File: config.mk
export PLATFORM = sky130hd
export DESIGN_NAME = mdio_frame_decoder
export DESIGN_NICKNAME = d
export VERILOG_FILES = /design/src/rtl/mdio_dec_pkg.sv /design/src/rtl/mdio_sync.sv /design/src/rtl/mdio_edge.sv /design/src/rtl/mdio_frame_fsm.sv /design/src/rtl/mdio_frame_decoder.sv
export SDC_FILE = /design/constraint.sdc
export NUM_CORES = 1
export LEC_CHECK = 0
export ABC_AREA = 1
export BUFFER_PORTS_ARGS = -buffer_cell sky130_fd_sc_hd__clkbuf_2
export CELL_PAD_IN_SITES_DETAIL_PLACEMENT = 1
export CELL_PAD_IN_SITES_GLOBAL_PLACEMENT = 2
export CORE_MARGIN = 10
export CORE_UTILIZATION = 33
export DETAILED_ROUTE_END_ITERATION = 10
export GPL_TIMING_DRIVEN = 0
export PLACE_DENSITY_LB_ADDON = 0.1
export REMOVE_ABC_BUFFERS = 1
export SETUP_SLACK_MARGIN = 0.4
export SLEW_MARGIN = 15
export SYNTH_ARGS = -nofsm -noshare
export SYNTH_HDL_FRONTEND = slang
export SYNTH_SLANG_ARGS = --single-unit
File: constraint.sdc
create_clock -name clk -period 6.2 [get_ports clk]
set_clock_uncertainty 0.15 [all_clocks]
set_input_delay 0.31 -clock clk [delete_from_list [all_inputs] [get_ports clk]]
set_output_delay 0.31 -clock clk [all_outputs]
set_load 0.03 [all_outputs]
File: src/rtl/mdio_dec_pkg.sv
package mdio_dec_pkg;

    parameter int MD_ADDR_W = 5;
    parameter int MD_DATA_W = 16;
    parameter int MD_OPC_W  = 2;

    localparam logic [MD_OPC_W-1:0] OPC_RD = 2'b10;

    typedef enum logic [2:0] {
        PH_PRE,
        PH_START,
        PH_OPC,
        PH_DEV,
        PH_REG,
        PH_TURN,
        PH_DATA
    } phase_e;

    typedef struct packed {
        logic rise;
        logic fall;
        logic sdata;
    } mgmt_edge_t;

    typedef struct packed {
        logic [MD_OPC_W-1:0]  opc;
        logic [MD_ADDR_W-1:0] dev;
        logic [MD_ADDR_W-1:0] regn;
    } hdr_t;

    function automatic logic dev_hit(input logic [MD_ADDR_W-1:0] got,
                                     input logic [MD_ADDR_W-1:0] mine);
        return got == mine;
    endfunction

    function automatic logic [MD_ADDR_W-1:0] shin5(input logic [MD_ADDR_W-1:0] v,
                                                   input logic b);
        return {v[MD_ADDR_W-2:0], b};
    endfunction

endpackage

File: src/rtl/mdio_sync.sv
module mdio_sync #(
    parameter int W      = 2,
    parameter int STAGES = 2
) (
    input  logic         clk,
    input  logic         rst,
    input  logic [W-1:0] d,
    output logic [W-1:0] q
);
    logic [W-1:0] chain [STAGES];

    for (genvar s = 0; s < STAGES; s++) begin : g_stage
        if (s == 0) begin : g_first
            always_ff @(posedge clk) begin
                if (rst) chain[0] <= '0;
                else     chain[0] <= d;
            end
        end else begin : g_next
            always_ff @(posedge clk) begin
                if (rst) chain[s] <= '0;
                else     chain[s] <= chain[s-1];
            end
        end
    end

    assign q = chain[STAGES-1];
endmodule

File: src/rtl/mdio_edge.sv
module mdio_edge
    import mdio_dec_pkg::*;
(
    input  logic       clk,
    input  logic       rst,
    input  logic       mdc_s,
    input  logic       mdio_s,
    output mgmt_edge_t ev
);
    logic mdc_prev;

    always_ff @(posedge clk) begin
        if (rst) mdc_prev <= 1'b0;
        else     mdc_prev <= mdc_s;
    end

    always_comb begin
        ev.rise  = mdc_s & ~mdc_prev;
        ev.fall  = ~mdc_s & mdc_prev;
        ev.sdata = mdio_s;
    end
endmodule

File: src/rtl/mdio_frame_fsm.sv
module mdio_frame_fsm
    import mdio_dec_pkg::*;
#(
    parameter logic [MD_ADDR_W-1:0] PHY_ADDR        = 5'd1,
    parameter int                   PREAMBLE_CYCLES = 32
) (
    input  logic                 clk,
    input  logic                 rst,
    input  mgmt_edge_t           ev,
    input  logic [MD_DATA_W-1:0] rd_word,
    output logic                 drv_val,
    output logic                 drv_en,
    output logic [MD_ADDR_W-1:0] regn,
    output logic                 rd_stb,
    output logic                 wr_stb,
    output logic [MD_DATA_W-1:0] wr_word,
    output logic                 warn,
    output phase_e               phase_o
);
    localparam int PRE_EDGES  = 2 * PREAMBLE_CYCLES;
    localparam int DATA_EDGES = 2 * MD_DATA_W;
    localparam int CNT_LIM    = (PRE_EDGES > DATA_EDGES) ? PRE_EDGES : DATA_EDGES;
    localparam int CNT_W      = $clog2(CNT_LIM + 1);

    localparam logic [CNT_W-1:0] E_PRE   = CNT_W'(PRE_EDGES);
    localparam logic [CNT_W-1:0] E_START = CNT_W'(2);
    localparam logic [CNT_W-1:0] E_OPC   = CNT_W'(2 * MD_OPC_W);
    localparam logic [CNT_W-1:0] E_ADDR  = CNT_W'(2 * MD_ADDR_W);
    localparam logic [CNT_W-1:0] E_TURN  = CNT_W'(4);
    localparam logic [CNT_W-1:0] E_DATA  = CNT_W'(DATA_EDGES);
    localparam logic [CNT_W-1:0] E_SAT   = CNT_W'(CNT_LIM);

    phase_e               phase;
    logic [CNT_W-1:0]     cnt, cnt_inc;
    hdr_t                 hdr;
    logic [MD_DATA_W-1:0] sh;
    logic                 is_rd;
    logic                 any_edge, hit, turn_end;

    assign any_edge = ev.rise | ev.fall;
    assign hit      = dev_hit(hdr.dev, PHY_ADDR);
    assign cnt_inc  = (cnt == E_SAT) ? cnt : cnt + CNT_W'(1);
    assign turn_end = (phase == PH_TURN) && ev.rise && (cnt_inc == E_TURN);

    // read fetch happens in the very cycle the word is captured
    assign rd_stb  = turn_end && (hdr.opc == OPC_RD) && hit;
    assign regn    = hdr.regn;
    assign wr_word = sh;
    assign phase_o = phase;

    always_ff @(posedge clk) begin
        if (rst) begin
            phase   <= PH_PRE;
            cnt     <= '0;
            hdr     <= '0;
            sh      <= '0;
            is_rd   <= 1'b0;
            drv_en  <= 1'b0;
            drv_val <= 1'b0;
            wr_stb  <= 1'b0;
            warn    <= 1'b0;
        end else begin
            wr_stb <= 1'b0;
            warn   <= 1'b0;
            if (any_edge) begin
                cnt <= cnt_inc;
                unique case (phase)
                    PH_PRE: begin
                        if (ev.rise && cnt_inc >= E_PRE && !ev.sdata) begin
                            cnt   <= '0;
                            phase <= PH_START;
                        end
                    end
                    PH_START: begin
                        if (ev.rise) begin
                            if (!ev.sdata) warn <= 1'b1;
                            if (cnt_inc == E_START) begin
                                cnt     <= '0;
                                hdr.opc <= '0;
                                phase   <= PH_OPC;
                            end
                        end
                    end
                    PH_OPC: begin
                        if (ev.rise) begin
                            hdr.opc <= {hdr.opc[MD_OPC_W-2:0], ev.sdata};
                            if (cnt_inc == E_OPC) begin
                                cnt     <= '0;
                                hdr.dev <= '0;
                                phase   <= PH_DEV;
                            end
                        end
                    end
                    PH_DEV: begin
                        if (ev.rise) begin
                            hdr.dev <= shin5(hdr.dev, ev.sdata);
                            if (cnt_inc == E_ADDR) begin
                                cnt      <= '0;
                                hdr.regn <= '0;
                                phase    <= PH_REG;
                            end
                        end
                    end
                    PH_REG: begin
                        if (ev.rise) begin
                            hdr.regn <= shin5(hdr.regn, ev.sdata);
                            if (cnt_inc == E_ADDR) begin
                                cnt   <= '0;
                                phase <= PH_TURN;
                            end
                        end
                    end
                    PH_TURN: begin
                        if (turn_end) begin
                            cnt   <= '0;
                            phase <= PH_DATA;
                            if (hdr.opc == OPC_RD) begin
                                is_rd   <= 1'b1;
                                drv_en  <= 1'b1;
                                sh      <= hit ? rd_word : '1;
                                drv_val <= hit ? rd_word[MD_DATA_W-1] : 1'b1;
                            end else begin
                                is_rd <= 1'b0;
                            end
                        end
                    end
                    PH_DATA: begin
                        if (ev.fall) begin
                            if (is_rd) begin
                                drv_val <= sh[MD_DATA_W-1];
                                sh      <= {sh[MD_DATA_W-2:0], 1'b0};
                            end
                        end else begin
                            if (!is_rd) sh <= {sh[MD_DATA_W-2:0], ev.sdata};
                            if (cnt_inc == E_DATA) begin
                                cnt    <= '0;
                                phase  <= PH_PRE;
                                drv_en <= 1'b0;
                                is_rd  <= 1'b0;
                                if (!is_rd && hit) wr_stb <= 1'b1;
                            end
                        end
                    end
                    default: phase <= PH_PRE;
                endcase
            end
        end
    end
endmodule

File: src/rtl/mdio_frame_decoder.sv
module mdio_frame_decoder
    import mdio_dec_pkg::*;
#(
    parameter logic [MD_ADDR_W-1:0] PHY_ADDR        = 5'd1,
    parameter int                   PREAMBLE_CYCLES = 32,
    parameter int                   SYNC_STAGES     = 2
) (
    input  logic                 clk,
    input  logic                 rst,
    input  logic                 mdc_in,
    input  logic                 mdio_in,
    output logic                 mdio_out,
    output logic                 mdio_oe,
    output logic [MD_ADDR_W-1:0] reg_addr,
    output logic                 reg_rd_en,
    input  logic [MD_DATA_W-1:0] reg_rd_data,
    output logic                 reg_wr_en,
    output logic [MD_DATA_W-1:0] reg_wr_data,
    output logic                 start_warn
);
    logic [1:0] pins_s;
    mgmt_edge_t edges;
    phase_e     cur_phase;

    mdio_sync #(.W(2), .STAGES(SYNC_STAGES)) u_sync (
        .clk (clk),
        .rst (rst),
        .d   ({mdc_in, mdio_in}),
        .q   (pins_s)
    );

    mdio_edge u_edge (
        .clk    (clk),
        .rst    (rst),
        .mdc_s  (pins_s[1]),
        .mdio_s (pins_s[0]),
        .ev     (edges)
    );

    mdio_frame_fsm #(
        .PHY_ADDR        (PHY_ADDR),
        .PREAMBLE_CYCLES (PREAMBLE_CYCLES)
    ) u_fsm (
        .clk     (clk),
        .rst     (rst),
        .ev      (edges),
        .rd_word (reg_rd_data),
        .drv_val (mdio_out),
        .drv_en  (mdio_oe),
        .regn    (reg_addr),
        .rd_stb  (reg_rd_en),
        .wr_stb  (reg_wr_en),
        .wr_word (reg_wr_data),
        .warn    (start_warn),
        .phase_o (cur_phase)
    );
endmodule

**Word level (Yosys, flattened, before mapping)**

Memories as Yosys holds them, arrays and structs flattened.
Cells that the tools add are included.

- Output and inout bits: 26
- Memories kept: 1
- Register bits after elaboration: 44
- Word-level logic and storage cells: 145
- RAM bits: 4
- Input port bits: 20

- Bitwise gates (word level): 12
- Magnitude comparators: 1
- Add/subtract/negate cells: 1
- Mux-type cells: 63
- Eq/ne operators: 30
- Reductions and logical operators: 25

Memory list:

| name | words | width | rd ports | clocked after Yosys merged registers in | wr ports | line | text |
|---|---|---|---|---|---|---|---|
| u_sync.chain | 2 | 2 | 2 | 0 | 2 | mdio_sync.sv:10 | `logic [W-1:0] chain [STAGES];` |

Operators by type and width:

| kind | count |
|---|---|
| $mux 16 | 6 |
| $mux 7 | 12 |
| $pmux 7 s6 | 1 |
| $mux 3 | 12 |
| $pmux 16 s2 | 1 |
| $ne 2x1->1 const B | 13 |
| $pmux 3 s7 | 1 |
| $pmux 5 s2 | 2 |
| $reduce_and 5->1 | 4 |
| $reduce_and 6->1 | 3 |
| $mux 1 | 16 |
| $mux 5 | 3 |
| $reduce_and 13->1 | 1 |
| $mux 10 | 1 |
| $eq 3x3->1 const B | 3 |
| $mux 2 | 4 |
| $reduce_bool 2->1 | 4 |
| $add 7x1->7 const B | 1 |
| $eq 7x2->1 const B | 1 |
| $eq 7x3->1 const B | 1 |
| $eq 7x4->1 const B | 1 |
| $eq 7x6->1 const B | 1 |
| $eq 7x7->1 const B | 1 |
| $ge 7x7->1 const B | 1 |
| 18 further kinds | 38 |

**Logic depth before layout (Yosys ltp)**

- Word-level depth: 7
- Mapped depth: 15
- Depth with buffers taken out: 15

**Cells and area by module**

Synthesis repeated with hierarchy kept, for this count alone.

- Cells, all modules: 436
- Area, all modules: 2792.7 um^2

Modules (own cells, without submodules):

| module | cells each | seq. area each (um^2) | area each (um^2) | times used |
|---|---|---|---|---|
| mdio_frame_fsm | 417 | 860.8 | 2636.3 | 1 |
| mdio_sync | 12 | 80.1 | 110.1 | 1 |
| mdio_edge | 7 | 20.0 | 46.3 | 1 |

**Worst setup path before layout**

Ideal clock, no wire load.

- Path type: reg-to-output
- Start point: register u_fsm.cnt[0]
- End point: output reg_rd_en
- Setup slack: 3596 ps
- Arrival: 2144 ps
- Required time: 5740 ps
- Path buffers: 0
- Cell stages (with the launch flop): 10
- Cells stage by stage: dfxtp_1 -> ha_1 -> nand2_1 -> inv_1 -> nand2_1 -> nand2_1 -> nand3_1 -> nor2_4 -> nand3_4 -> nor4_1

- Cells in the longest elaborated chain, start to end: 6
- Elaborated cells on any way between the ends: 7
- Those cells by class: add/sub (1); eq/ne (2); mux (1); reduce/logical (3)

Ends and longest elaborated chain:

| what | line | text |
|---|---|---|
| start: declaration | mdio_frame_fsm.sv:34 | `logic [CNT_W-1:0] cnt, cnt_inc;` |
| start signal: assignment | mdio_frame_fsm.sv:66 | `cnt <= cnt_inc;` |
| $add 7x1->7 / $eq 7x7->1 (equally long branches) | mdio_frame_fsm.sv:42 | `assign cnt_inc = (cnt == E_SAT) ? cnt : cnt + CNT_W'(1);` |
| $mux 7 * | mdio_frame_fsm.sv:42 |  |
| $eq 7x3->1 * | mdio_frame_fsm.sv:43 | `assign turn_end = (phase == PH_TURN) && ev.rise && (cnt_inc == E_TURN);` |
| $logic_and 1x1->1 * | mdio_frame_fsm.sv:43 |  |
| $logic_and 1x1->1 * (2 in a row) | mdio_frame_fsm.sv:46 | `assign rd_stb = turn_end && (hdr.opc == OPC_RD) && hit;` |
| end: declaration | mdio_frame_decoder.sv:15 | `output logic reg_rd_en,` |

Every way passes the cells marked *; elsewhere a longest branch is shown, timed or not.

**Final worst setup path**

Same ends and word-level chain as after synthesis.

==> impl_metrics.py <==
metrics = {
    "outcome": {
        "status": "finished, final reports clean",
    },
    "routing": {
        "remaining_drc_errors": 0,
        "ant_nets": 0,
        "wl_per_cell_um": 14.3,
        "viasPerCell": 4.88,
        "dr_total_vias": 2594,
        "routed_wl_um": 7580,
        "first_iter_violations": 123,
        "dr.pass1.iters": 4,
    },
    "sta": {
        "worstMarginPinSlew_ps": 662,
        "setup_violations": 0,
        "finalCriticalPeriod_ps": 2810,
        "finalHoldViolations": 0,
        "fin_crit_sh_pct": 45.4,
        "rsz0062_at_grt": "no",
        "slew_headroom_pct": 55.8,
        "drv_slew": 0,
        "setup_tns_ps": 0,
        "max_freq_mhz": 356,
    },
    "setup_path": {
        "end_kind": "primary output",
        "crit_start": "u_fsm.cnt[0]$_SDFFE_PP0N_",
        "r2r_start": "u_fsm.phase_o[2]$_SDFFE_PP0P_",
        "crit_chain": "inv_1, ha_1, nand2_1, inv_1, nand3_2, nand2_1, nand3_1, nor2_2, nand3_4, nor4_1, clkbuf_2",
        "start_kind": "register",
        "crit_buf_inv": 3,
        "cp.arrival_ps": 2350,
        "worstPathRequired_ps": 5740,
        "critPathTopFamily": "simple AND/OR/NAND/NOR gates",
        "critical_path_class": "reg -> out",
        "critPathMaxFanout": 6,
        "worst_path_largest_cell_delay_ps": 370,
        "cp_slowest_cell": "dfxtp_1",
    },
    "synth": {
        "synth_cell_types": 30,
        "synthCells": 398,
        "synth_area_per_cell_um2": 6.77,
        "ys_seq_elements": 48,
        "synth_area_mm2": 0.00270,
        "yosys_warnings": 0,
        "ys_seq_area_share_pct": 35.6,
    },
    "floorplanning": {
        "die_h_um": 110,
        "core_mm2": 0.00785,
        "die_w_um": 110,
        "io_pins": 46,
        "initial_core_util_pct": 34.4,
        "num_rows": 32,
        "dieArea_mm2": 0.0122,
    },
    "final_layout": {
        "drive_gt1_share_pct": 17.0,
        "layout_common_cells": "nand2_1 (66), inv_1 (56), o21ai_0 (50)",
        "n_antenna_cell": 0,
        "layout.cells.most_common": "nand2_1",
        "nets": 455,
        "area_growth_pct": 11.4,
    },
    "hold_path": {
        "min_path_type": "in -> reg",
        "min_from": "mdio_in",
    },
    "place": {
        "post-dp-hpwl_um": 5780,
        "placement.io_buffers": 45,
        "routabilityCongestion": 0.804,
    },
    "pwr": {
        "ir_drop_mv": 0.0714,
        "combPwrFrac_pct": 5.2,
        "power.internal_mw": 0.397,
        "p_leak_nw": 1.19,
        "power_density_mw_per_mm2": 175,
        "power.switching_mw": 0.130,
        "finalPower_mw": 0.527,
        "sequentialPowerShare_pct": 59.3,
        "swShare_pct": 24.7,
        "clkPwrFrac_pct": 35.5,
    },
    "clock_tree": {
        "htreeDepth": 2,
        "cts.sinks": 48,
        "cts_hold_buf": 0,
        "cts.path.max_buffers": 2,
        "worstSkewPairLatency_ps": 310,
        "cts_root_buf": "clkbuf_8",
        "cts_buffers": 5,
        "post_cts_buffers": 0,
        "cts_tree": "built",
        "path_clk_slew_ps": 90,
        "cts_resized": 0,
    },
    "flow_run": {
        "max-cap-violations": 0,
    },
    "grt": {
        "track_usage_pct": 12.7,
        "grt_pass1_vias": 2541,
        "grt_pass1_wl_um": 12500,
        "antenna_found_initial": 0,
        "overflow": 0,
        "grt_max_degree": 39,
    },
}
## cell type report
type                            instances  area (um^2)
Inverter                               57          214
Fill cell                            1073         4840
Tap cell                              102          128
Clock inverter                          2         12.5
Sequential cell                        48          961
Clock buffer                            5         68.8
Timing Repair Buffer                   45          225
Multi-Input combinational cell        273         1400
## path summary, 6_finish.rpt
| path | endpoint | slack (ps) | depth (start not counted) |
|---|---|---|---|
| max | reg_rd_en | 3390 | 11 |
| min | u_sync.chain[0][0]$_SDFF_PP0_ | 40 | 3 |
| max reg2reg | u_fsm.wr_word[3]$_SDFFE_PP0P_ | 3600 | 10 |
| min reg2reg | u_sync.chain[1][0]$_SDFF_PP0_ | 260 | 2 |
## worst reg2reg max path: cells and delay by family, from the launching register on
kind | cells | cell delay, ps
buffers and inverters | 2 | 340
AND/OR/NAND/NOR | 6 | 1190
flip-flops | 1 | 470
AO/OA/AOI/OAI | 2 | 340
## sequential cells by signal (all words and copies together) (netlist names)
signal and flops:
u_fsm.drv_val 1, u_sync.chain 4, u_fsm.hdr 7, u_fsm.phase_o 3
u_fsm.wr_stb 1, u_fsm.regn 5, u_fsm.cnt 7, u_edge.mdc_prev 1
u_fsm.warn 1, u_fsm.is_rd 1, u_fsm.wr_word 16, u_fsm.drv_en 1
## metal layers
layer  vias to the layer above  global-route usage (%)  routed length (um)
li1                       1361                       -                   -
met1                      1201                    16.5                3730
met2                        26                    20.7                3500
met3                         6                    2.84                 278
met4                         0                    3.30                  79
met5                         -                       0                   0
## logic make-up after synthesis
kind of cell / share of synthesized area, %
simple gates: 28.9
buf+inv: 12.6
compound gates: 20.5
flops: 35.6
fa+ha+maj: 2.32
## Yosys cell counts, drive strengths merged
cell type	number	share of area, %
dfxtp	48	36
nor3b	2	0.56
or2	1	0.23
nand2	68	9.8
o211ai	1	0.28
nor2	43	7.3
clkbuf	8	1.1
nand4	8	1.9
nand3b	1	0.28
nor3	5	1.1
a211oi	1	0.28
buf	12	3.6
o21ai	67	12
a21oi	39	7.5
ha	5	2.3
inv	57	7.9
nand3	29	7.1
nor4	3	0.70
## metrics by stage
stage                     std cells  instance area (um^2)  utilization [%]  setup slack (ps)  hold WS (ps)
final                           532                  3000             38.3              3390          35.5
after global routing            532                  3000             38.3              3040          37.1
after CTS                       532                  3000             38.3              3350          28.7
after detailed placement        525                  2920             37.2              3590           248
after global placement          525                  2920             37.2              3620           242
after floorplan                 378                  2570                -              3600           229
## power groups by stage
stage	logic (mW)	clock network (mW)	registers, mW
detailed placement	0.0278	0	0.320
CTS	0.0280	0.195	0.312
finish	0.0274	0.187	0.312
global placement	0.0274	0	0.319
floorplan	0.0146	0	0.319
global route	0.0318	0.209	0.313
(Power assumes the default switching activity.)
